===== src/rtl/rstseq_pkg.sv =====
package rstseq_pkg;

    typedef enum logic [2:0] {
        SQ_START = 3'd0,
        SQ_PWRT  = 3'd1,
        SQ_OST   = 3'd2,
        SQ_WDT   = 3'd3,
        SQ_RUN   = 3'd4,
        SQ_SLEEP = 3'd5
    } seq_state_e;

    typedef struct packed {
        seq_state_e state;
    } seq_regs_t;

    typedef struct packed {
        logic to;
        logic pd;
        logic por;
        logic bor;
    } cause_flags_t;

endpackage


===== src/rtl/rstseq_sync.sv =====
module rstseq_sync #(
    parameter int STAGES = 2
) (
    input  logic clk,
    input  logic rst,
    input  logic din,
    output logic dout
);
    logic [STAGES-1:0] chain_d, chain_q;

    always_comb begin
        chain_d = {chain_q[STAGES-2:0], din};
    end

    always_ff @(posedge clk or posedge rst) begin
        if (rst) chain_q <= '1;
        else     chain_q <= chain_d;
    end

    assign dout = chain_q[STAGES-1];
endmodule


===== src/rtl/rstseq_delay.sv =====
module rstseq_delay #(
    parameter int LIMIT = 1024
) (
    input  logic clk,
    input  logic rst,
    input  logic run,
    input  logic clr,
    output logic done
);
    localparam int CW = (LIMIT > 1) ? $clog2(LIMIT) : 1;
    localparam logic [CW-1:0] LAST = CW'(LIMIT - 1);

    logic [CW-1:0] cnt_d, cnt_q;

    always_comb begin
        cnt_d = cnt_q;
        if (clr || !run)        cnt_d = '0;
        else if (cnt_q == LAST) cnt_d = '0;
        else                    cnt_d = cnt_q + 1'b1;
    end

    always_ff @(posedge clk or posedge rst) begin
        if (rst) cnt_q <= '0;
        else     cnt_q <= cnt_d;
    end

    assign done = run && !clr && (cnt_q == LAST);

    AST_CNT_BOUND: assert property (@(posedge clk) disable iff (rst)
        cnt_q <= LAST);
    AST_CNT_IDLE: assert property (@(posedge clk) disable iff (rst)
        (!run || clr) |=> (cnt_q == '0));
endmodule


===== src/rtl/rstseq_flags.sv =====
module rstseq_flags
    import rstseq_pkg::*;
(
    input  logic clk,
    input  logic rst,
    input  logic evt_bor,
    input  logic evt_wdt_rst,
    input  logic evt_wdt_wake,
    input  logic evt_ext_sleep,
    input  logic sw_we,
    input  logic sw_por,
    input  logic sw_bor,
    output cause_flags_t flags
);
    cause_flags_t flags_d, flags_q;

    always_comb begin
        flags_d = flags_q;
        if (sw_we) begin
            flags_d.por = sw_por;
            flags_d.bor = sw_bor;
        end
        if (evt_bor) flags_d.bor = 1'b0;
        if (evt_wdt_rst) flags_d.to = 1'b0;
        if (evt_wdt_wake) begin
            flags_d.to = 1'b0;
            flags_d.pd = 1'b0;
        end
        if (evt_ext_sleep) begin
            flags_d.to = 1'b1;
            flags_d.pd = 1'b0;
        end
    end

    always_ff @(posedge clk or posedge rst) begin
        if (rst) flags_q <= '{to: 1'b1, pd: 1'b1, por: 1'b0, bor: 1'b0};
        else     flags_q <= flags_d;
    end

    assign flags = flags_q;

    AST_POR_STICKY: assert property (@(posedge clk) disable iff (rst)
        !sw_we |=> $stable(flags_q.por));
    AST_BOR_CLEAR: assert property (@(posedge clk) disable iff (rst)
        evt_bor |=> !flags_q.bor);
    AST_WDT_RUN_FLAGS: assert property (@(posedge clk) disable iff (rst)
        evt_wdt_rst |=> (!flags_q.to && flags_q.pd == $past(flags_q.pd)));
    AST_EXT_SLEEP_FLAGS: assert property (@(posedge clk) disable iff (rst)
        evt_ext_sleep |=> (flags_q.to && !flags_q.pd));
endmodule


===== src/rtl/startup_reset_seq.sv =====
module startup_reset_seq
    import rstseq_pkg::*;
#(
    parameter int PWRT_CYCLES = 4096,
    parameter int OST_CYCLES  = 1024,
    parameter int SYNC_STAGES = 2
) (
    input  logic       clk,
    input  logic       por_pulse,
    input  logic       brownout,
    input  logic       ext_rst_n,
    input  logic       wdt_timeout,
    input  logic       sleep_enter,
    input  logic       wake_event,
    input  logic       osc_rc_mode,
    input  logic       pwrt_disable,
    input  logic       bor_enable,
    input  logic       sw_wr_en,
    input  logic [1:0] sw_wr_data,
    output logic       core_rst,
    output logic       flag_to,
    output logic       flag_pd,
    output logic       flag_por,
    output logic       flag_bor
);
    seq_regs_t    seq_d, seq_q;
    cause_flags_t flags;
    logic ext_sync, ext_low, bor_evt;
    logic pwrt_done, ost_done;
    logic evt_wdt_rst, evt_wdt_wake, evt_ext_sleep;
    logic hold_state;

    rstseq_sync #(.STAGES(SYNC_STAGES)) u_pin_sync (
        .clk (clk),
        .rst (por_pulse),
        .din (ext_rst_n),
        .dout(ext_sync)
    );

    assign ext_low = !ext_sync;
    assign bor_evt = brownout && bor_enable;

    rstseq_delay #(.LIMIT(PWRT_CYCLES)) u_pwrt (
        .clk (clk),
        .rst (por_pulse),
        .run (seq_q.state == SQ_PWRT),
        .clr (bor_evt),
        .done(pwrt_done)
    );

    rstseq_delay #(.LIMIT(OST_CYCLES)) u_ost (
        .clk (clk),
        .rst (por_pulse),
        .run (seq_q.state == SQ_OST),
        .clr (bor_evt),
        .done(ost_done)
    );

    always_comb begin
        seq_d         = seq_q;
        evt_wdt_rst   = 1'b0;
        evt_wdt_wake  = 1'b0;
        evt_ext_sleep = 1'b0;
        if (bor_evt) begin
            seq_d.state = SQ_PWRT;
        end else begin
            unique case (seq_q.state)
                SQ_START: begin
                    if (!pwrt_disable)     seq_d.state = SQ_PWRT;
                    else if (!osc_rc_mode) seq_d.state = SQ_OST;
                    else                   seq_d.state = SQ_RUN;
                end
                SQ_PWRT: begin
                    if (pwrt_done) seq_d.state = osc_rc_mode ? SQ_RUN : SQ_OST;
                end
                SQ_OST: begin
                    if (ost_done) seq_d.state = SQ_RUN;
                end
                SQ_WDT: seq_d.state = SQ_RUN;
                SQ_RUN: begin
                    if (!ext_low) begin
                        if (wdt_timeout) begin
                            seq_d.state = SQ_WDT;
                            evt_wdt_rst = 1'b1;
                        end else if (sleep_enter) begin
                            seq_d.state = SQ_SLEEP;
                        end
                    end
                end
                SQ_SLEEP: begin
                    if (ext_low) begin
                        seq_d.state   = SQ_RUN;
                        evt_ext_sleep = 1'b1;
                    end else if (wdt_timeout || wake_event) begin
                        seq_d.state  = osc_rc_mode ? SQ_RUN : SQ_OST;
                        evt_wdt_wake = wdt_timeout;
                    end
                end
                default: seq_d.state = SQ_START;
            endcase
        end
    end

    always_ff @(posedge clk or posedge por_pulse) begin
        if (por_pulse) seq_q <= '{state: SQ_START};
        else           seq_q <= seq_d;
    end

    rstseq_flags u_flags (
        .clk          (clk),
        .rst          (por_pulse),
        .evt_bor      (bor_evt),
        .evt_wdt_rst  (evt_wdt_rst),
        .evt_wdt_wake (evt_wdt_wake),
        .evt_ext_sleep(evt_ext_sleep),
        .sw_we        (sw_wr_en),
        .sw_por       (sw_wr_data[1]),
        .sw_bor       (sw_wr_data[0]),
        .flags        (flags)
    );

    assign hold_state = (seq_q.state == SQ_START) || (seq_q.state == SQ_PWRT) ||
                        (seq_q.state == SQ_OST)   || (seq_q.state == SQ_WDT);
    assign core_rst   = por_pulse || hold_state || ext_low;
    assign flag_to    = flags.to;
    assign flag_pd    = flags.pd;
    assign flag_por   = flags.por;
    assign flag_bor   = flags.bor;

    AST_OST_ORDER: assert property (@(posedge clk) disable iff (por_pulse)
        (seq_q.state == SQ_OST && $past(seq_q.state) != SQ_OST) |->
        ($past(seq_q.state) == SQ_PWRT || $past(seq_q.state) == SQ_SLEEP ||
         ($past(seq_q.state) == SQ_START && $past(pwrt_disable))));
    AST_RC_NO_OST: assert property (@(posedge clk) disable iff (por_pulse)
        (seq_q.state == SQ_OST && $past(seq_q.state) != SQ_OST) |->
        !$past(osc_rc_mode));
    AST_BOR_RESTART: assert property (@(posedge clk) disable iff (por_pulse)
        bor_evt |=> (seq_q.state == SQ_PWRT && core_rst));
    AST_SLEEP_NO_RST: assert property (@(posedge clk) disable iff (por_pulse)
        (seq_q.state == SQ_SLEEP && ext_sync) |-> !core_rst);
endmodule


===== config.mk =====
export PLATFORM = sky130hd
export DESIGN_NAME = startup_reset_seq
export DESIGN_NICKNAME = d
export VERILOG_FILES = /design/src/rtl/rstseq_pkg.sv /design/src/rtl/rstseq_sync.sv /design/src/rtl/rstseq_delay.sv /design/src/rtl/rstseq_flags.sv /design/src/rtl/startup_reset_seq.sv
export SDC_FILE = /design/constraint.sdc
export NUM_CORES = 1
export LEC_CHECK = 0
export BUFFER_PORTS_ARGS = -buffer_cell sky130_fd_sc_hd__buf_2
export CAP_MARGIN = 20
export CORE_MARGIN = 4
export CORE_UTILIZATION = 43
export CTS_CLUSTER_SIZE = 20
export DETAILED_ROUTE_END_ITERATION = 16
export PLACE_DENSITY_LB_ADDON = 0.1
export REMOVE_ABC_BUFFERS = 1
export SLEW_MARGIN = 15
export SYNTH_ARGS = -nofsm -noshare
export SYNTH_HDL_FRONTEND = slang
export SYNTH_HIERARCHICAL = 1
export SYNTH_SLANG_ARGS = --single-unit

===== constraint.sdc =====
create_clock -name clk -period 2.65 [get_ports clk]
set_input_delay 0.265 -clock clk [delete_from_list [all_inputs] [get_ports clk]]
set_output_delay 0.265 -clock clk [all_outputs]
set_load 0.01 [all_outputs]

==> flow_metrics.py, run 1 <==
metrics = {
    "floorplanning": {
        "dieWidth_um": 68.98,
        "core-area_um2": 3468,
        "row_count": 21,
        "die_h_um": 68.98,
        "dieArea_um2": 4758,
        "io_pins": 18,
        "start_util_pct": 46.10,
    },
    "setup_path": {
        "worstSetupPathType": "register to register",
        "end_kind": "register",
        "arrival_ns": 2.31,
        "path_max_fanout": 12,
        "cp-start-kind": "register",
        "cp_data_required_time_ns": 2.86,
    },
    "place": {
        "gp_congestion": 0.8160,
        "hpwl_um": 2166,
        "dp_cells": 221,
        "port_buffers": 17,
    },
    "routing": {
        "dr.pass1.iters": 4,
        "detail-route-antenna-nets": 0,
        "drcViolationCount": 0,
        "dr_total_vias": 1187,
        "via_per_inst": 5.161,
        "finalWirelength_um": 2980,
        "dr.first_iter.drc_count": 80,
        "routedWlPerCell_um": 12.96,
    },
    "final_layout": {
        "final-seq-area_um2": 780.7,
        "fin_cells": 230,
        "fill_cells": 327,
        "drive_gt1_share_pct": 22.28,
        "multi_input_area_um2": 743.2,
        "layout.nets": 198,
        "antennaDiodeCount": 0,
        "area_growth_syn_to_layout_pct": 12.75,
    },
    "cts": {
        "clk_pin_slew_worst_paths_ns": 0.07,
        "cts_resized": 0,
        "clock_path_buffers": 2,
        "clk_latency_ns": 0.29,
        "cts_buffers": 5,
        "h-tree-depth": 2,
        "cts_sinks": 31,
        "cts_root_buf": "clkbuf_8",
        "cts_tree": "done",
    },
    "power_and_ir_drop": {
        "pwr-share-clk_pct": 28.3,
        "power_switching_mw": 0.4415,
        "seqPwrFrac_pct": 46.2,
        "swShare_pct": 33.90,
        "intPower_mw": 0.8609,
        "power_density_nw_per_um2": 722.4,
        "vdd_drop_max_mv": 0.2949,
        "power.leakage_nw": 0.8197,
        "power_frac_comb_pct": 25.6,
    },
    "timing": {
        "skew_ns": 0.006106,
        "relSlewSlack_pct": 68.28,
        "worst_pin_slew_ns": 0.4708,
        "min_period_over_period_pct": 79.23,
        "rsz0062_at_grt": "no",
        "finalCriticalPeriod_ns": 2.100,
        "drv_slew": 0,
        "finalHoldViolations": 0,
        "finalSetupViolations": 0,
        "fmax_mhz": 476.3,
        "finalSetupTns_ns": 0,
    },
    "global_routing": {
        "grt_pass1_wl_um": 5009,
        "antenna_found_initial": 0,
        "grt_max_degree": 13,
        "gr-total-overflow": 0,
        "grt_pass1_vias": 1133,
        "grtUsageTotal_pct": 14.63,
    },
    "flow_run": {
        "cap_viol_max_count": 0,
    },
    "yosys": {
        "yosys_warnings": 6,
        "async_flop_share_pct": 100.0,
        "synth_edf_count": 0,
        "syn_inst": 163,
        "netlist_area_um2": 1599,
        "ys_ff_latch": 31,
        "yosysMostFrequentCell": "nor2_1",
        "synthFlopType": "dfrtp_1",
        "yosysTopAreaCellShare_pct": 42.25,
        "synth_area_leaders": "dfrtp_1, nor2_1, dfstp_2",
        "synth.avg_cell_area_um2": 9.810,
        "synthDistinctLibCells": 42,
        "ys_top_cells_by_count": "nor2_1, dfrtp_1, xor2_1",
        "ys_seq_area_share_pct": 48.83,
        "synth.largest_area_cell": "dfrtp_1",
    },
    "status": {
        "status": "completed",
    },
    "worst_hold_path": {
        "hold_path_class": "input pin to register",
    },
}
[layout make-up]
type | count | area share [%]
sequential | 31 | 43.30
multi-input combinational | 117 | 41.22
timing repair buffer | 18 | 5.274
clock buffer | 5 | 3.817
tap | 46 | 3.192
inverter | 10 | 2.082
clock inverter | 3 | 1.110
[cells by family after synthesis]
family	share of synthesized area, %
simple gates	27.23
flops	48.83
compound gates	7.356
xor+xnor	8.763
buf+inv	4.694
mux	1.565
fa+ha+maj	1.565
[flip-flops by register name (all words and copies together), names as in the netlist]
name,flops
seq_q,3
u_flags/flags,4
u_ost/cnt_q,10
u_pin_sync/chain_q,2
u_pwrt/cnt_q,12
[critical path, stage by stage (launching register included)]
cell	delay, ns
dfrtp_1	0.54
nor2b_1	0.20
and2_1	0.14
nand2b_1	0.17
nor2_1	0.15
nor2_1	0.04
o21ai_0	0.40
a31oi_1	0.16
a211oi_2	0.22
[routing by layer]
metal	up-vias	wire (um)	global-route usage, %
li1	588	-	-
met1	581	1380	18.40
met2	14	1460	21.90
met3	4	95	4.376
met4	0	44	9.002
met5	-	0	0
[repair_timing]
| action | CTS | global route |
|---|---|---|
| hold endpoints to repair | 15 | 0 |
| buffers inserted | 0 | 0 |
| hold buffers | 1 | 0 |
[cells in the final DEF (no fill, tap or decap), types with 2 or more instances in the layout]
master,n
xnor2_1,4
and3_4,2
nor2_1,30
dfrtp_1,27
nand3_1,11
nand2b_1,6
dfstp_2,4
xor2_1,12
and4_4,2
inv_1,9
nand4_1,3
o21ai_0,4
and3_1,5
clkbuf_8,5
nand2_2,2
a31oi_1,2
o21ai_1,2
ha_1,2
a21oi_1,4
or3_1,2
buf_2,17
clkinvlp_4,2
nand2_1,5
[through the flow]
step                util, %  power [mW]  hold WS (ns)  instance area, um2  setup WS, ns
floorplan                 -      0.8490       0.02708                1562        0.8588
global placement      49.13      0.9305        0.1922                1704        0.6497
detailed placement    49.13      0.9411        0.1959                1704        0.5910
CTS                   51.98       1.324       0.05798                1803        0.5283
global route          51.98       1.389       0.05214                1803        0.2945
finish                51.98       1.302       0.06910                1803        0.5503
[power by group through the flow]
stage | combinational (mW) | sequential (mW) | clock, mW
after floorplan | 0.253 | 0.596 | 0
after global placement | 0.327 | 0.603 | 0
after global routing | 0.376 | 0.610 | 0.403
final | 0.333 | 0.601 | 0.368
after detailed placement | 0.332 | 0.609 | 0
after CTS | 0.339 | 0.599 | 0.386
[worst paths after layout]
| kind | from | to | slack (ns) | depth (start not counted) |
|---|---|---|---|---|
| max in group asynchronous | por_pulse | u_pwrt/cnt_q[1]$_DFF_PP0_ | 1.76 | 3 |
| min reg2reg | u_pin_sync/chain_q[0]$_DFF_PP1_ | u_pin_sync/chain_q[1]$_DFF_PP1_ | 0.36 | 0 |
| max reg2reg | seq_q[0]$_DFFE_PP0P_ | seq_q[2]$_DFFE_PP0P_ | 0.55 | 8 |
| min | ext_rst_n | u_pin_sync/chain_q[0]$_DFF_PP1_ | 0.07 | 1 |
| min in group asynchronous | por_pulse | u_flags/flags[1]$_DFFE_PP0P_ | 0.44 | 3 |
| max | seq_q[0]$_DFFE_PP0P_ | seq_q[2]$_DFFE_PP0P_ | 0.55 | 8 |
Power figures use the tool's default switching activity.
==> run 2, diff against run 1 <==
==> constraint.sdc (replaced) <==
create_clock -name clk -period 2.06 [get_ports clk]
set_input_delay 0.206 -clock clk [delete_from_list [all_inputs] [get_ports clk]]
set_output_delay 0.206 -clock clk [all_outputs]
set_load 0.01 [all_outputs]
==> run 2 against run 1 <==
  * Combinational power rose by 45%
  * Sequential cell count did not move
  * Hold slack got worse by 0.042 ns
  * Critical path type unchanged
  * Count of clock-buffer cells in the layout rose by 1
==> flow_metrics.py, run 2 (same netlist as run 1, synthesis figures left out) <==
metrics = {
    "status": {
        "status": "completed",
    },
    "cts": {
        "clk_latency_ns": 0.28,
        "post_cts_buffers": 0,
        "cts_root_buf": "clkbuf_8",
        "clock_path_buffers": 2,
        "cts_buffers": 5,
        "cts_tree": "done",
        "h-tree-depth": 2,
        "clk_pin_slew_worst_paths_ns": 0.06,
        "cts_sinks": 31,
    },
    "setup_path": {
        "end_kind": "register",
        "cp_data_required_time_ns": 2.26,
        "path_max_fanout": 5,
        "arrival_ns": 2.11,
        "cp-start-kind": "register",
        "worstSetupPathType": "register to register",
    },
    "timing": {
        "relSlewSlack_pct": 70.35,
        "fin_hold_ws_ns": 0.02690,
        "finalSetupViolations": 0,
        "rsz0062_at_grt": "no",
        "min_period_over_period_pct": 92.74,
        "worst_pin_slew_ns": 0.4443,
        "finalHoldViolations": 0,
        "finalCriticalPeriod_ns": 1.910,
        "skew_ns": 0.004466,
        "fmax_mhz": 523.4,
        "finalSetupTns_ns": 0,
        "drv_slew": 0,
    },
    "floorplanning": {
        "dieWidth_um": 68.98,
        "die_h_um": 68.98,
        "start_util_pct": 46.10,
        "core-area_um2": 3468,
        "row_count": 21,
        "io_pins": 18,
        "dieArea_um2": 4758,
    },
    "power_and_ir_drop": {
        "power.leakage_nw": 0.8651,
        "power_density_nw_per_um2": 985.4,
        "power_mw": 1.842,
        "vdd_drop_max_mv": 0.4632,
    },
    "routing": {
        "drcViolationCount": 0,
        "dr.first_iter.drc_count": 93,
        "detail-route-antenna-nets": 0,
        "routedWlPerCell_um": 12.92,
        "dr.pass1.iters": 4,
        "finalWirelength_um": 3036,
        "dr_total_vias": 1186,
        "via_per_inst": 5.047,
    },
    "global_routing": {
        "grt_max_degree": 13,
        "grt_pass1_vias": 1196,
        "gr-total-overflow": 0,
        "grtUsageTotal_pct": 15.38,
        "antenna_found_initial": 0,
        "grt_pass1_wl_um": 5299,
    },
    "place": {
        "gp_congestion": 0.7918,
        "port_buffers": 17,
        "hpwl_um": 2257,
    },
    "final_layout": {
        "top_register": "u_pwrt/cnt_q",
        "layout.nets": 203,
        "final_cell_mix": "nor2_1, dfrtp_1, buf_2",
        "drive_gt1_share_pct": 24.34,
        "antennaDiodeCount": 0,
        "largest_reg_flops": 12,
        "final_common_cell": "nor2_1",
        "area_growth_syn_to_layout_pct": 16.90,
    },
    "worst_hold_path": {
        "hold_path_class": "input pin to register",
    },
    "flow_run": {
        "cap_viol_max_count": 0,
    },
}
==> run 2: changes by cell type in the layout (fill, tap and decap cells not counted), sizes merged <==
cell,delta
buf,+5
bufinv,+1
clkbuf,+1
clkinvlp,-2
==> run 2: worst paths after layout <==
kind	endpoint	cells after the start	slack (ns)	start
worst min-delay path	u_pin_sync/chain_q[0]$_DFF_PP1_	1	0.03	ext_rst_n
worst max register to register	seq_q[2]$_DFFE_PP0P_	7	0.15	u_ost/cnt_q[0]$_DFF_PP0_
max in group asynchronous	u_pwrt/cnt_q[10]$_DFF_PP0_	3	1.24	por_pulse
worst max-delay path	seq_q[2]$_DFFE_PP0P_	7	0.15	u_ost/cnt_q[0]$_DFF_PP0_
min in group asynchronous	seq_q[1]$_DFFE_PP0P_	3	0.39	por_pulse
worst min register to register	u_pin_sync/chain_q[1]$_DFF_PP1_	0	0.36	u_pin_sync/chain_q[0]$_DFF_PP1_
==> run 2: timing repair <==
action,4_1_cts,5_1_grt
hold buffers,1,0
gates resized for setup,0,1
endpoints found under the setup margin,0,1
endpoints found under the hold margin,29,0
==> run 2: metrics by stage <==
| stage | util, % | cell area (um2) | std cells | setup WS (ns) |
|---|---|---|---|---|
| 2_1_floorplan | - | 1562 | 158 | 0.2688 |
| 3_3_place_gp | 50.22 | 1742 | 226 | 0.2252 |
| 3_5_place_dp | 50.22 | 1742 | 226 | 0.1585 |
| 4_1_cts | 53.90 | 1869 | 235 | 0.1405 |
| 5_1_grt | 53.90 | 1869 | 235 | 0.05431 |
| 6_report | 53.90 | 1869 | 235 | 0.1496 |
==> run 2: layer usage <==
| metal | share of wire (%) | GRT usage (%) | vias up |
|---|---|---|---|
| met2 | 49 | 25.00 | 11 |
| met3 | 2.7 | 3.890 | 6 |
| met4 | 2.2 | 8.029 | 0 |
| li1 | - | - | 598 |
| met1 | 46 | 18.68 | 571 |
| met5 | 0 | 0 | - |
==> run 2: critical path: stages, from the launching register on <==
cell      delay [ns]
dfrtp_1         0.41
ha_1            0.23
and3_1          0.25
nand3_1         0.11
nor2_1          0.05
or4_4           0.42
and3_4          0.19
a211oi_2        0.17
==> run 2: final cells by class <==
class	instances	area, um2
tap	46	57.56
sequential	31	780.7
multi-input combinational	117	743.2
fill	325	1599
clock buffer	6	82.58
clock inverter	2	35.03
timing repair buffer	23	132.6
inverter	10	37.54
==> run 2: report_power, final <==
part	leakage (nW)	switching (mW)	internal, mW
combinational	0.395	0.258	0.224
clock	0.0612	0.215	0.391
sequential	0.409	0.0744	0.680
==> run 3, diff against run 2 <==
--- a/config.mk
+++ b/config.mk
@@ -5,6 +5,7 @@
 export SDC_FILE = /design/constraint.sdc
 export NUM_CORES = 1
 export LEC_CHECK = 0
+export ABC_AREA = 1
 export BUFFER_PORTS_ARGS = -buffer_cell sky130_fd_sc_hd__buf_2
 export CAP_MARGIN = 20
 export CORE_MARGIN = 4
==> run 3 against run 2 <==
  * Synthesized cell count increased by 44%
  * Die area rose by 14%
  * Register-to-register slack improved by 0.12 ns
  * Combinational power up 18%
  * Critical endpoint is now seq_q[1]$_DFFE_PP0P_
  * Critical path type unchanged
  * Sequential power is 1% lower
  * Worst setup slack improved by 0.12 ns
  * Largest power group unchanged
==> flow_metrics.py, run 3 <==
metrics = {
    "final_layout": {
        "fin_cells": 311,
        "drive_gt1_share_pct": 27.20,
        "largest_reg_flops": 12,
        "area_growth_syn_to_layout_pct": 13.80,
        "final_util_pct": 51.78,
        "final_common_cell": "nand2_1",
        "final_cell_mix": "nand2_1, nor2_1, inv_1",
        "fill_cells": 403,
        "antennaDiodeCount": 0,
        "layout.nets": 275,
        "final_cell_area_um2": 2116,
        "top_register": "u_pwrt/cnt_q",
    },
    "floorplanning": {
        "row_count": 23,
        "die_h_um": 73.76,
        "core-area_um2": 4086,
        "dieWidth_um": 73.76,
        "io_pins": 18,
        "start_util_pct": 45.50,
        "dieArea_um2": 5440,
    },
    "timing": {
        "finalCriticalPeriod_ns": 1.787,
        "finalSetupTns_ns": 0,
        "skew_ns": 0.005970,
        "finalSetupViolations": 0,
        "min_period_over_period_pct": 86.73,
        "worst_slack_ns": 0.2734,
        "relSlewSlack_pct": 66.74,
        "fmax_mhz": 559.7,
        "finalHoldViolations": 0,
        "rsz0062_at_grt": "no",
        "worst_pin_slew_ns": 0.4984,
        "drv_slew": 0,
        "fin_hold_ws_ns": 0.03613,
    },
    "place": {
        "port_buffers": 17,
        "hpwl_um": 2665,
        "gp_congestion": 0.7652,
        "dp_cells": 302,
        "placed_area_um2": 2006,
        "post-place-ws_ns": 0.2625,
    },
    "yosys": {
        "synth_adder_area_share_pct": 1.346,
        "synth_top_family_by_area": "simple AND/OR/NAND/NOR gates",
        "syn_inst": 235,
        "yosysMostFrequentCell": "nand2_1",
        "synthFlopType": "dfrtp_1",
        "yosys.area_share.simple_pct": 42.26,
        "synth.avg_cell_area_um2": 7.912,
        "ys_seq_area_share_pct": 41.99,
        "synthMuxAreaShare_pct": 0,
        "ys_top_cells_by_count": "nand2_1, nor2_1, inv_1",
        "synth_xor_area_share_pct": 2.355,
        "ys_ff_latch": 31,
        "synth_area_leaders": "dfrtp_1, nand2_1, nor2_1",
        "synth_edf_count": 0,
        "async_flop_share_pct": 100.0,
        "netlist_area_um2": 1859,
        "synthDistinctLibCells": 30,
        "synth_compound_area_share_pct": 4.105,
        "yosysTopAreaCellShare_pct": 36.34,
        "yosys_warnings": 6,
        "synth.largest_area_cell": "dfrtp_1",
    },
    "status": {
        "status": "completed",
    },
    "power_and_ir_drop": {
        "vdd_drop_max_mv": 0.4745,
        "power_density_nw_per_um2": 862.6,
        "power.leakage_nw": 1.035,
        "power_mw": 1.825,
    },
    "cts": {
        "clock_path_buffers": 2,
        "cts_buffers": 5,
        "cts_root_buf": "clkbuf_8",
        "cts_resized": 0,
        "cts_sinks": 31,
        "clk_latency_ns": 0.28,
        "h-tree-depth": 2,
        "cts_tree": "done",
        "clk_pin_slew_worst_paths_ns": 0.06,
    },
    "setup_path": {
        "cp-start-kind": "register",
        "worstSetupPathType": "register to register",
        "cp_slowest_cell": "dfrtp_1",
        "reg2reg_depth": 13,
        "cp_data_required_time_ns": 2.28,
        "cp_num_buf_inv": 4,
        "path_cells": "inv_2 > nand2_4 > nor2_4 > inv_1 > nor2_4 > inv_1 > nor2_1 > inv_1 > nand2_4 > nand2_2 > nor2_4 > nand3_1 > nand2_1",
        "arrival_ns": 2.00,
        "end_kind": "register",
        "path_max_fanout": 7,
        "critical-path-top-delay-family": "simple AND/OR/NAND/NOR gates",
        "crit_cells": 13,
        "crit_path_max_incr_delay_ns": 0.46,
    },
    "flow_run": {
        "cap_viol_max_count": 0,
    },
    "routing": {
        "routedWlPerCell_um": 10.86,
        "dr.pass1.iters": 4,
        "detail-route-antenna-nets": 0,
        "dr_total_vias": 1453,
        "via_per_inst": 4.672,
        "dr.first_iter.drc_count": 77,
        "drcViolationCount": 0,
        "finalWirelength_um": 3377,
    },
    "global_routing": {
        "grtUsageTotal_pct": 14.42,
        "grt_pass1_vias": 1411,
        "antenna_found_initial": 0,
        "grt_max_degree": 13,
        "grt_pass1_wl_um": 6099,
        "gr-total-overflow": 0,
    },
    "worst_hold_path": {
        "holdPathStages": 1,
        "hold_path_class": "input pin to register",
    },
}
==> run 3: cell count changes after synthesis, moves of 5 or more <==
| cell | before | now |
|---|---|---|
| nand2_1 | 5 | 48 |
| inv_1 | 9 | 30 |
| nor2_2 | 0 | 13 |
| xor2_1 | 12 | 4 |
| nand2b_1 | 6 | 0 |
| nor2_1 | 30 | 36 |
| and3_1 | 5 | 0 |
| nand2_4 | 1 | 6 |
| nand3_1 | 11 | 16 |
| nor2_4 | 0 | 5 |
==> run 3: cells by family (layout without fill, tap and decap cells) <==
| family | count (synthesis) | after routing |
|---|---|---|
| compound gates | 13 | 13 |
| xor+xnor | 5 | 5 |
| fa+ha+maj | 2 | 2 |
| buf+inv | 37 | 63 |
| flops | 31 | 31 |
| simple gates | 147 | 147 |
==> run 3: cell type report <==
cell class              count  area, um2  area share (%)
multi-input cells         167      930.9           44.00
clock buffers               8      100.1           4.731
well taps                  50      62.56           2.957
inverters                  35      131.4           6.209
flip-flops and latches     31      780.7           36.90
repair buffers             20      110.1           5.204
==> run 3: worst register-to-register path, stage by stage, from the launching register on <==
cell     delay (ns)
dfrtp_1        0.46
inv_2          0.14
nand2_4        0.07
nor2_4         0.13
inv_1          0.08
nor2_4         0.14
inv_1          0.09
nor2_1         0.15
inv_1          0.10
nand2_4        0.07
nand2_2        0.06
nor2_4         0.10
nand3_1        0.07
nand2_1        0.06
==> run 3: power by group <==
part           internal, mW  switching [mW]  leakage [nW]
Combinational         0.217           0.350         0.573
Clock                 0.304           0.209        0.0515
Sequential            0.675          0.0698         0.411
==> run 3: worst paths after layout <==
check | slack [ns] | from | end
min in group asynchronous | 0.40 | por_pulse | seq_q[1]$_DFFE_PP0P_
setup reg to reg | 0.27 | seq_q[2]$_DFFE_PP0P_ | seq_q[1]$_DFFE_PP0P_
max in group asynchronous | 1.18 | por_pulse | u_pwrt/cnt_q[10]$_DFF_PP0_
hold reg to reg | 0.36 | u_pin_sync/chain_q[0]$_DFF_PP1_ | u_pin_sync/chain_q[1]$_DFF_PP1_
hold / removal | 0.04 | ext_rst_n | u_pin_sync/chain_q[0]$_DFF_PP1_
setup / recovery | 0.27 | seq_q[2]$_DFFE_PP0P_ | seq_q[1]$_DFFE_PP0P_
==> run 3: timing repair <==
item                      4_1_cts  5_1_grt
buffers inserted                0        0
hold buffers                    1        0
hold endpoints to repair       26        0
==> run 3: per-layer routing <==
layer	global-route usage, %	vias up	wire length [um]	part of all wire [%]
li1	-	775	-	-
met1	18.84	645	1695	50
met2	23.13	27	1500	44
met3	4.104	6	136	4.0
met4	4.225	0	45	1.3
met5	0	-	0	0
